===== config.mk =====
export PLATFORM = sky130hd
export DESIGN_NAME = card_status_irq
export DESIGN_NICKNAME = d
export VERILOG_FILES = /design/src/rtl/csi_pkg.sv /design/src/rtl/csi_sync.sv /design/src/rtl/csi_slot_detect.sv /design/src/rtl/card_status_irq.sv
export SDC_FILE = /design/constraint.sdc
export NUM_CORES = 1
export LEC_CHECK = 0
export BUFFER_PORTS_ARGS = -buffer_cell sky130_fd_sc_hd__buf_2
export CAP_MARGIN = 10
export CORE_UTILIZATION = 54
export DETAILED_ROUTE_END_ITERATION = 16
export PLACE_DENSITY = 0.76
export SLEW_MARGIN = 20
export SYNTH_ARGS = -nofsm -noshare
export SYNTH_HDL_FRONTEND = slang
export SYNTH_SLANG_ARGS = --single-unit

===== constraint.sdc =====
create_clock -name clk -period 1.44 [get_ports clk]
set_clock_uncertainty 0.05 [all_clocks]
set_input_delay 0.288 -clock clk [delete_from_list [all_inputs] [get_ports clk]]
set_output_delay 0.288 -clock clk [all_outputs]
set_load 0.05 [all_outputs]

===== src/rtl/csi_pkg.sv =====
package csi_pkg;
  localparam int PIN_W  = 8;
  localparam int HALF_W = 16;

  // pin index inside one slot byte
  localparam int PIN_RDY = 0;
  localparam int PIN_CD1 = 3;
  localparam int PIN_CD2 = 4;

  // bit positions inside one 16-bit half
  localparam int HB_PIN_BASE = 8;
  localparam int HB_RLOW     = 7;
  localparam int HB_RHIGH    = 6;
  localparam int HB_RRISE    = 5;
  localparam int HB_RFALL    = 4;

  localparam logic [HALF_W-1:0] STICKY_MASK = 16'hFE30;
  localparam logic [HALF_W-1:0] IMPL_MASK   = 16'hFFF0;

  typedef enum logic [1:0] {
    ADDR_PINS = 2'd0,
    ADDR_STAT = 2'd1,
    ADDR_EN   = 2'd2,
    ADDR_NONE = 2'd3
  } csi_addr_e;
endpackage


===== src/rtl/csi_sync.sv =====
module csi_sync #(
  parameter int W = 8
) (
  input  logic         clk,
  input  logic         rst,
  input  logic [W-1:0] d_i,
  output logic [W-1:0] q_o
);
  logic [W-1:0] meta_q;
  logic [W-1:0] sync_q;

  always_ff @(posedge clk) begin
    if (rst) begin
      meta_q <= '0;
      sync_q <= '0;
    end else begin
      meta_q <= d_i;
      sync_q <= meta_q;
    end
  end

  assign q_o = sync_q;
endmodule


===== src/rtl/csi_slot_detect.sv =====
module csi_slot_detect
  import csi_pkg::*;
(
  input  logic              clk,
  input  logic              rst,
  input  logic              edge_ok_i,
  input  logic [PIN_W-1:0]  pins_i,
  input  logic [HALF_W-1:0] clr_i,
  output logic [HALF_W-1:0] sticky_o,
  output logic [HALF_W-1:0] set_o,
  output logic [HALF_W-1:0] level_o,
  output logic              present_o
);
  logic [PIN_W-1:0]  prev_q;
  logic [PIN_W-1:0]  chg;
  logic [HALF_W-1:0] sticky_q;
  logic              present_q;

  assign chg = pins_i ^ prev_q;

  always_comb begin
    set_o = '0;
    if (edge_ok_i) begin
      for (int i = 1; i < PIN_W; i++) begin
        set_o[HB_PIN_BASE + i] = chg[i];
      end
      set_o[HB_RRISE] = chg[PIN_RDY] &  pins_i[PIN_RDY];
      set_o[HB_RFALL] = chg[PIN_RDY] & ~pins_i[PIN_RDY];
    end
  end

  always_comb begin
    level_o = '0;
    level_o[HB_RLOW]  = ~pins_i[PIN_RDY];
    level_o[HB_RHIGH] =  pins_i[PIN_RDY];
  end

  always_ff @(posedge clk) begin
    if (rst) begin
      prev_q    <= '0;
      sticky_q  <= '0;
      present_q <= 1'b0;
    end else begin
      prev_q    <= pins_i;
      sticky_q  <= ((sticky_q & ~clr_i) | set_o) & STICKY_MASK;
      present_q <= ~pins_i[PIN_CD1] & ~pins_i[PIN_CD2];
    end
  end

  assign sticky_o  = sticky_q;
  assign present_o = present_q;
endmodule


===== src/rtl/card_status_irq.sv =====
module card_status_irq
  import csi_pkg::*;
#(
  parameter int SLOTS = 2,
  localparam int REG_W = HALF_W * SLOTS,
  localparam int PINS_W = PIN_W * SLOTS
) (
  input  logic              clk,
  input  logic              rst,
  input  logic [PINS_W-1:0] card_pins_i,
  input  logic              wr_en_i,
  input  logic [1:0]        wr_addr_i,
  input  logic [SLOTS-1:0]  wr_slot_i,
  input  logic [REG_W-1:0]  wr_data_i,
  input  logic [1:0]        rd_addr_i,
  output logic [REG_W-1:0]  rd_data_o,
  output logic              irq_o,
  output logic [SLOTS-1:0]  card_present_o
);
  logic [PINS_W-1:0] pins_s;
  logic [1:0]        arm_q;
  logic              edge_ok;
  logic              wr_stat;
  logic              wr_en_reg;
  logic [REG_W-1:0]  stat_clr;
  logic [REG_W-1:0]  stat_set;
  logic [REG_W-1:0]  stat_sticky;
  logic [REG_W-1:0]  stat_level;
  logic [REG_W-1:0]  stat_view;
  logic [REG_W-1:0]  pin_view;
  logic [REG_W-1:0]  en_q;
  logic [REG_W-1:0]  en_next;
  logic [REG_W-1:0]  lane_mask;
  logic              irq_q;
  logic [REG_W-1:0]  rd_q;

  csi_sync #(.W(PINS_W)) u_sync (
    .clk (clk),
    .rst (rst),
    .d_i (card_pins_i),
    .q_o (pins_s)
  );

  // hold off edge detection until the synchronizer and history hold real pin values
  always_ff @(posedge clk) begin
    if (rst)                arm_q <= '0;
    else if (arm_q != 2'd3) arm_q <= arm_q + 2'd1;
  end
  assign edge_ok = (arm_q == 2'd3);

  assign wr_stat   = wr_en_i && (wr_addr_i == ADDR_STAT);
  assign wr_en_reg = wr_en_i && (wr_addr_i == ADDR_EN);

  for (genvar s = 0; s < SLOTS; s++) begin : g_slot
    localparam int H = SLOTS - 1 - s;

    assign lane_mask[H*HALF_W +: HALF_W] = {HALF_W{wr_slot_i[s]}};
    assign stat_clr[H*HALF_W +: HALF_W]  =
      wr_data_i[H*HALF_W +: HALF_W] & {HALF_W{wr_stat && wr_slot_i[s]}};
    assign pin_view[H*HALF_W +: HALF_W]  =
      {pins_s[s*PIN_W +: PIN_W], {(HALF_W-PIN_W){1'b0}}};

    csi_slot_detect u_det (
      .clk       (clk),
      .rst       (rst),
      .edge_ok_i (edge_ok),
      .pins_i    (pins_s[s*PIN_W +: PIN_W]),
      .clr_i     (stat_clr[H*HALF_W +: HALF_W]),
      .sticky_o  (stat_sticky[H*HALF_W +: HALF_W]),
      .set_o     (stat_set[H*HALF_W +: HALF_W]),
      .level_o   (stat_level[H*HALF_W +: HALF_W]),
      .present_o (card_present_o[s])
    );
  end

  assign stat_view = stat_sticky | stat_level;

  always_comb begin
    en_next = en_q;
    if (wr_en_reg) begin
      en_next = (en_q & ~lane_mask) | (wr_data_i & lane_mask);
    end
    en_next = en_next & {SLOTS{IMPL_MASK}};
  end

  always_ff @(posedge clk) begin
    if (rst) begin
      en_q  <= '0;
      irq_q <= 1'b0;
      rd_q  <= '0;
    end else begin
      en_q  <= en_next;
      irq_q <= |(stat_view & en_q);
      case (rd_addr_i)
        ADDR_PINS: rd_q <= pin_view;
        ADDR_STAT: rd_q <= stat_view;
        ADDR_EN:   rd_q <= en_q;
        default:   rd_q <= '0;
      endcase
    end
  end

  assign irq_o     = irq_q;
  assign rd_data_o = rd_q;
endmodule


==> qor.log <==
INFO  worst_setup_path required=1100ps
INFO  cells_and_area area_growth=33.5%
INFO  place          place.detailed.instances=621
INFO  logic_synthesis synth_adder_area_share=0.287%
INFO  logic_synthesis post_synth_main_area_contributors=dfxtp_1, nor2b_1, nand2_1, nor2_1, mux2i_1
INFO  power          cellLeakagePower=2.48nW
INFO  place          gpl.final_weighted_congestion=0.826
INFO  logic_synthesis main_combinational_cell_family_by_area_after_synthesis=simple AND/OR/NAND/NOR gates
INFO  floorplan      die_height=91.8um
INFO  outcome        outcome=complete, no violations
INFO  logic_synthesis netlist.top_cell.by_area=dfxtp_1
INFO  worst_setup_path slowest_stage=dfxtp_1
INFO  detailed_routing ant_nets=0
INFO  worst_setup_path max_stage_delay=310ps
INFO  worst_setup_path critPathKind=reg -> out
INFO  clocking       clk_root_buffer_cell=clkbuf_8
INFO  timing         aggregate_negative_setup_slack=0ps
INFO  logic_synthesis synth.avg_cell_area=9.53squm
INFO  global_route   grt_max_degree=49
INFO  cells_and_area share_of_post_route_cells_with_drive_strength_above_1=23.1%
INFO  cells_and_area layout_common_cells=dfxtp_1, nand2_1, buf_2
INFO  detailed_routing vias=3595
INFO  cells_and_area final_core_utilization=74.9%
INFO  timing         max_freq=0.706GHz
INFO  detailed_routing drt-pass1-iter-count=5
INFO  place          detailed_place_hpwl=6470um
INFO  global_route   number_of_antenna_violations_at_the_first_check_in_global_routing=0
INFO  floorplan      dieArea=0.00843sqmm
INFO  worst_hold_path min-delay-path-class=in -> reg
INFO  clocking       clock_tree.htree_level_count=4
INFO  clocking       cts_num_sinks=119
INFO  logic_synthesis synthDominantCellAreaShare=54.7%
INFO  logic_synthesis synth_mux_area_share=4.39%
INFO  detailed_routing route.detailed.vias_per_inst=5.20
INFO  worst_setup_path critical_path.reg2reg.endpoint=irq_o$_SDFF_PP0_
INFO  timing         hold_viol=0
INFO  worst_setup_path critPathArrivalTime=1080ps
INFO  clocking       tritoncts_buffer_count=17
INFO  cells_and_area antenna_cells_inserted=0
INFO  clocking       setup_repair_bufs_after_cts=0
INFO  worst_setup_path path_delay_family=flip-flops
INFO  floorplan      initial_core_util=56.1%
INFO  worst_setup_path cp-start-kind=flop
INFO  detailed_routing dr.first_iter.drc_count=222
INFO  timing         finalMaxSlewViolations=0
INFO  floorplan      placement_rows=32
INFO  detailed_routing route.final.wire_length=10400um
INFO  cells_and_area num-nets-final=635
INFO  worst_setup_path cp.buffers_inverters=1
INFO  logic_synthesis postSynthCellCount=457
INFO  clocking       clock_latency=510ps
INFO  logic_synthesis mappedNetlistArea=0.00436sqmm
INFO  cells_and_area final_cell_count_no_fill=691
INFO  logic_synthesis synth_compound_area_share=11.3%
INFO  timing         finalCriticalPeriod=1420ps
INFO  cells_and_area layout_commonest_cell=dfxtp_1
INFO  worst_setup_path critical_path.max_fanout=1
INFO  logic_synthesis synth_xor_xnor_area_share=3.02%
INFO  place          port-buffer-count=75
INFO  global_route   globalRouteOverflowTotal=0
INFO  worst_hold_path hp-start=wr_data_i[14]
INFO  global_route   grt_pass1_wl=16500um
INFO  floorplan      floorplan.core_area=0.00777sqmm
INFO  clocking       clk_pin_slew=60ps
INFO  power          power-per-cell-area=1430mW/mm^2
INFO  detailed_routing average_routed_wire_per_standard_cell=15.1um
INFO  run            max-cap-violations=0
INFO  clocking       cts_tree=yes
INFO  clocking       ctsLongestPathBuffers=2
INFO  worst_setup_path ff2ff_path_depth=4
INFO  worst_setup_path setup.reg_to_reg.worst_slack=40ps
INFO  power          total_power=0.00830W
INFO  logic_synthesis ys_seq_area_share=54.7%
INFO  logic_synthesis synth-warning-count=0
INFO  timing         timing.hold.ws=54.1ps
INFO  logic_synthesis synth_seq_cells=119
INFO  worst_setup_path crit-reg2reg-launch=g_slot[0].u_det.sticky_o[14]$_SDFF_PP0_
INFO  logic_synthesis number_of_distinct_library_cell_variants_in_the_gate_level_netlist_after_synthesis=29
INFO  global_route   grt_use_total=25.8%
INFO  worst_setup_path critical_path.cell_chain=buf_2
INFO  worst_setup_path critical_path.endpoint_type=output pin
INFO  logic_synthesis yosys.area_share.simple=20.3%
INFO  timing         final.period_utilization=98.4%
INFO  worst_hold_path timing.hold.worst_path_depth=3
INFO  timing         setup_violations=0
INFO  floorplan      i_o_pin_count=92
INFO  power          vdd_drop_max=1290uV
INFO  floorplan      width_of_the_die=91.8um
INFO  global_route   grt_pass1_vias=3552
INFO  detailed_routing drc=0
-- layer usage --
layer / vias to the layer above / GRT usage [%] / wire [um]
met2: 136 / 44.9 / 5380
met4: 0 / 13.9 / 269
li1: 1740 / - / -
met1: 1694 / 28.8 / 4260
met5: - / 0 / 0
met3: 25 / 6.80 / 529
-- through the flow --
stage	setup WS (ps)	area (sq um)
floorplan	277	4380
global placement	62.1	4810
detailed placement	33.5	4810
CTS	3.53	5800
global route	-33.2	5820
finish	23.2	5820
-- power by group --
part           switching [W]  leakage [nW]  internal [W]  total, W
clock                0.00147         0.282       0.00271   0.00418
sequential         0.0000691         0.970       0.00340   0.00347
combinational       0.000367          1.23      0.000284  0.000651
-- how the worst max path moves through the flow --
stage                                                        from                       end  slack, ps  depth (start not counted)
after floorplan                          u_sync.q_o[8]$_SDFF_PP0_          irq_o$_SDFF_PP0_        280                          3
after global placement                               rd_addr_i[1]  rd_data_o[23]$_SDFF_PP0_         60                          4
after detailed placement                             rd_addr_i[1]  rd_data_o[21]$_SDFF_PP0_         30                          4
after CTS                                rd_data_o[13]$_SDFF_PP0_             rd_data_o[13]          4                          1
after global routing      g_slot[0].u_det.sticky_o[14]$_SDFF_PP0_          irq_o$_SDFF_PP0_        -30                          4
final                                    rd_data_o[14]$_SDFF_PP0_             rd_data_o[14]         20                          1
-- synth_stat cells --
library cell and count:
ha_1 1, and4_1 1, clkbuf_2 1, a31oi_1 1, inv_1 2, and4b_1 2
conb_1 1, buf_2 10, a22o_1 4, xor2_1 15, dfxtp_1 119, a22oi_1 22
buf_6 5, buf_8 1, a221oi_1 5, nor2b_1 47, clkbuf_1 9, mux2_2 1
a21oi_1 33, nand3_1 2, nand2_1 68, nor2_1 60, buf_4 12, and3_4 2
nor2b_4 2, nor3_1 4, a32oi_1 2, a21oi_2 7, mux2i_1 18
-- cell families (layout without fill, tap and decap cells) --
family | Yosys count | count (layout)
buf+inv | 40 | 165
compound gates | 74 | 74
flops | 119 | 119
simple gates | 188 | 188
mux | 19 | 19
xor+xnor | 15 | 15
fa+ha+maj | 1 | 1
other cells | 1 | 8
-- cell type report --
type | instances | area, sq um
Fill cell | 555 | 1950
Clock buffer | 19 | 442
Multi-Input combinational cell | 305 | 1740
Inverter | 2 | 7.51
Timing Repair Buffer | 132 | 963
Tap cell | 102 | 128
Sequential cell | 119 | 2380
Clock inverter | 12 | 153
-- repair_timing --
action / CTS / global route
setup endpoints to repair: 1 / 8
endpoints found under the hold margin: 39 / 0
hold buffers: 39 / 0
gates resized for setup: 1 / 8
No activity file was read; power rests on OpenSTA's default activity.
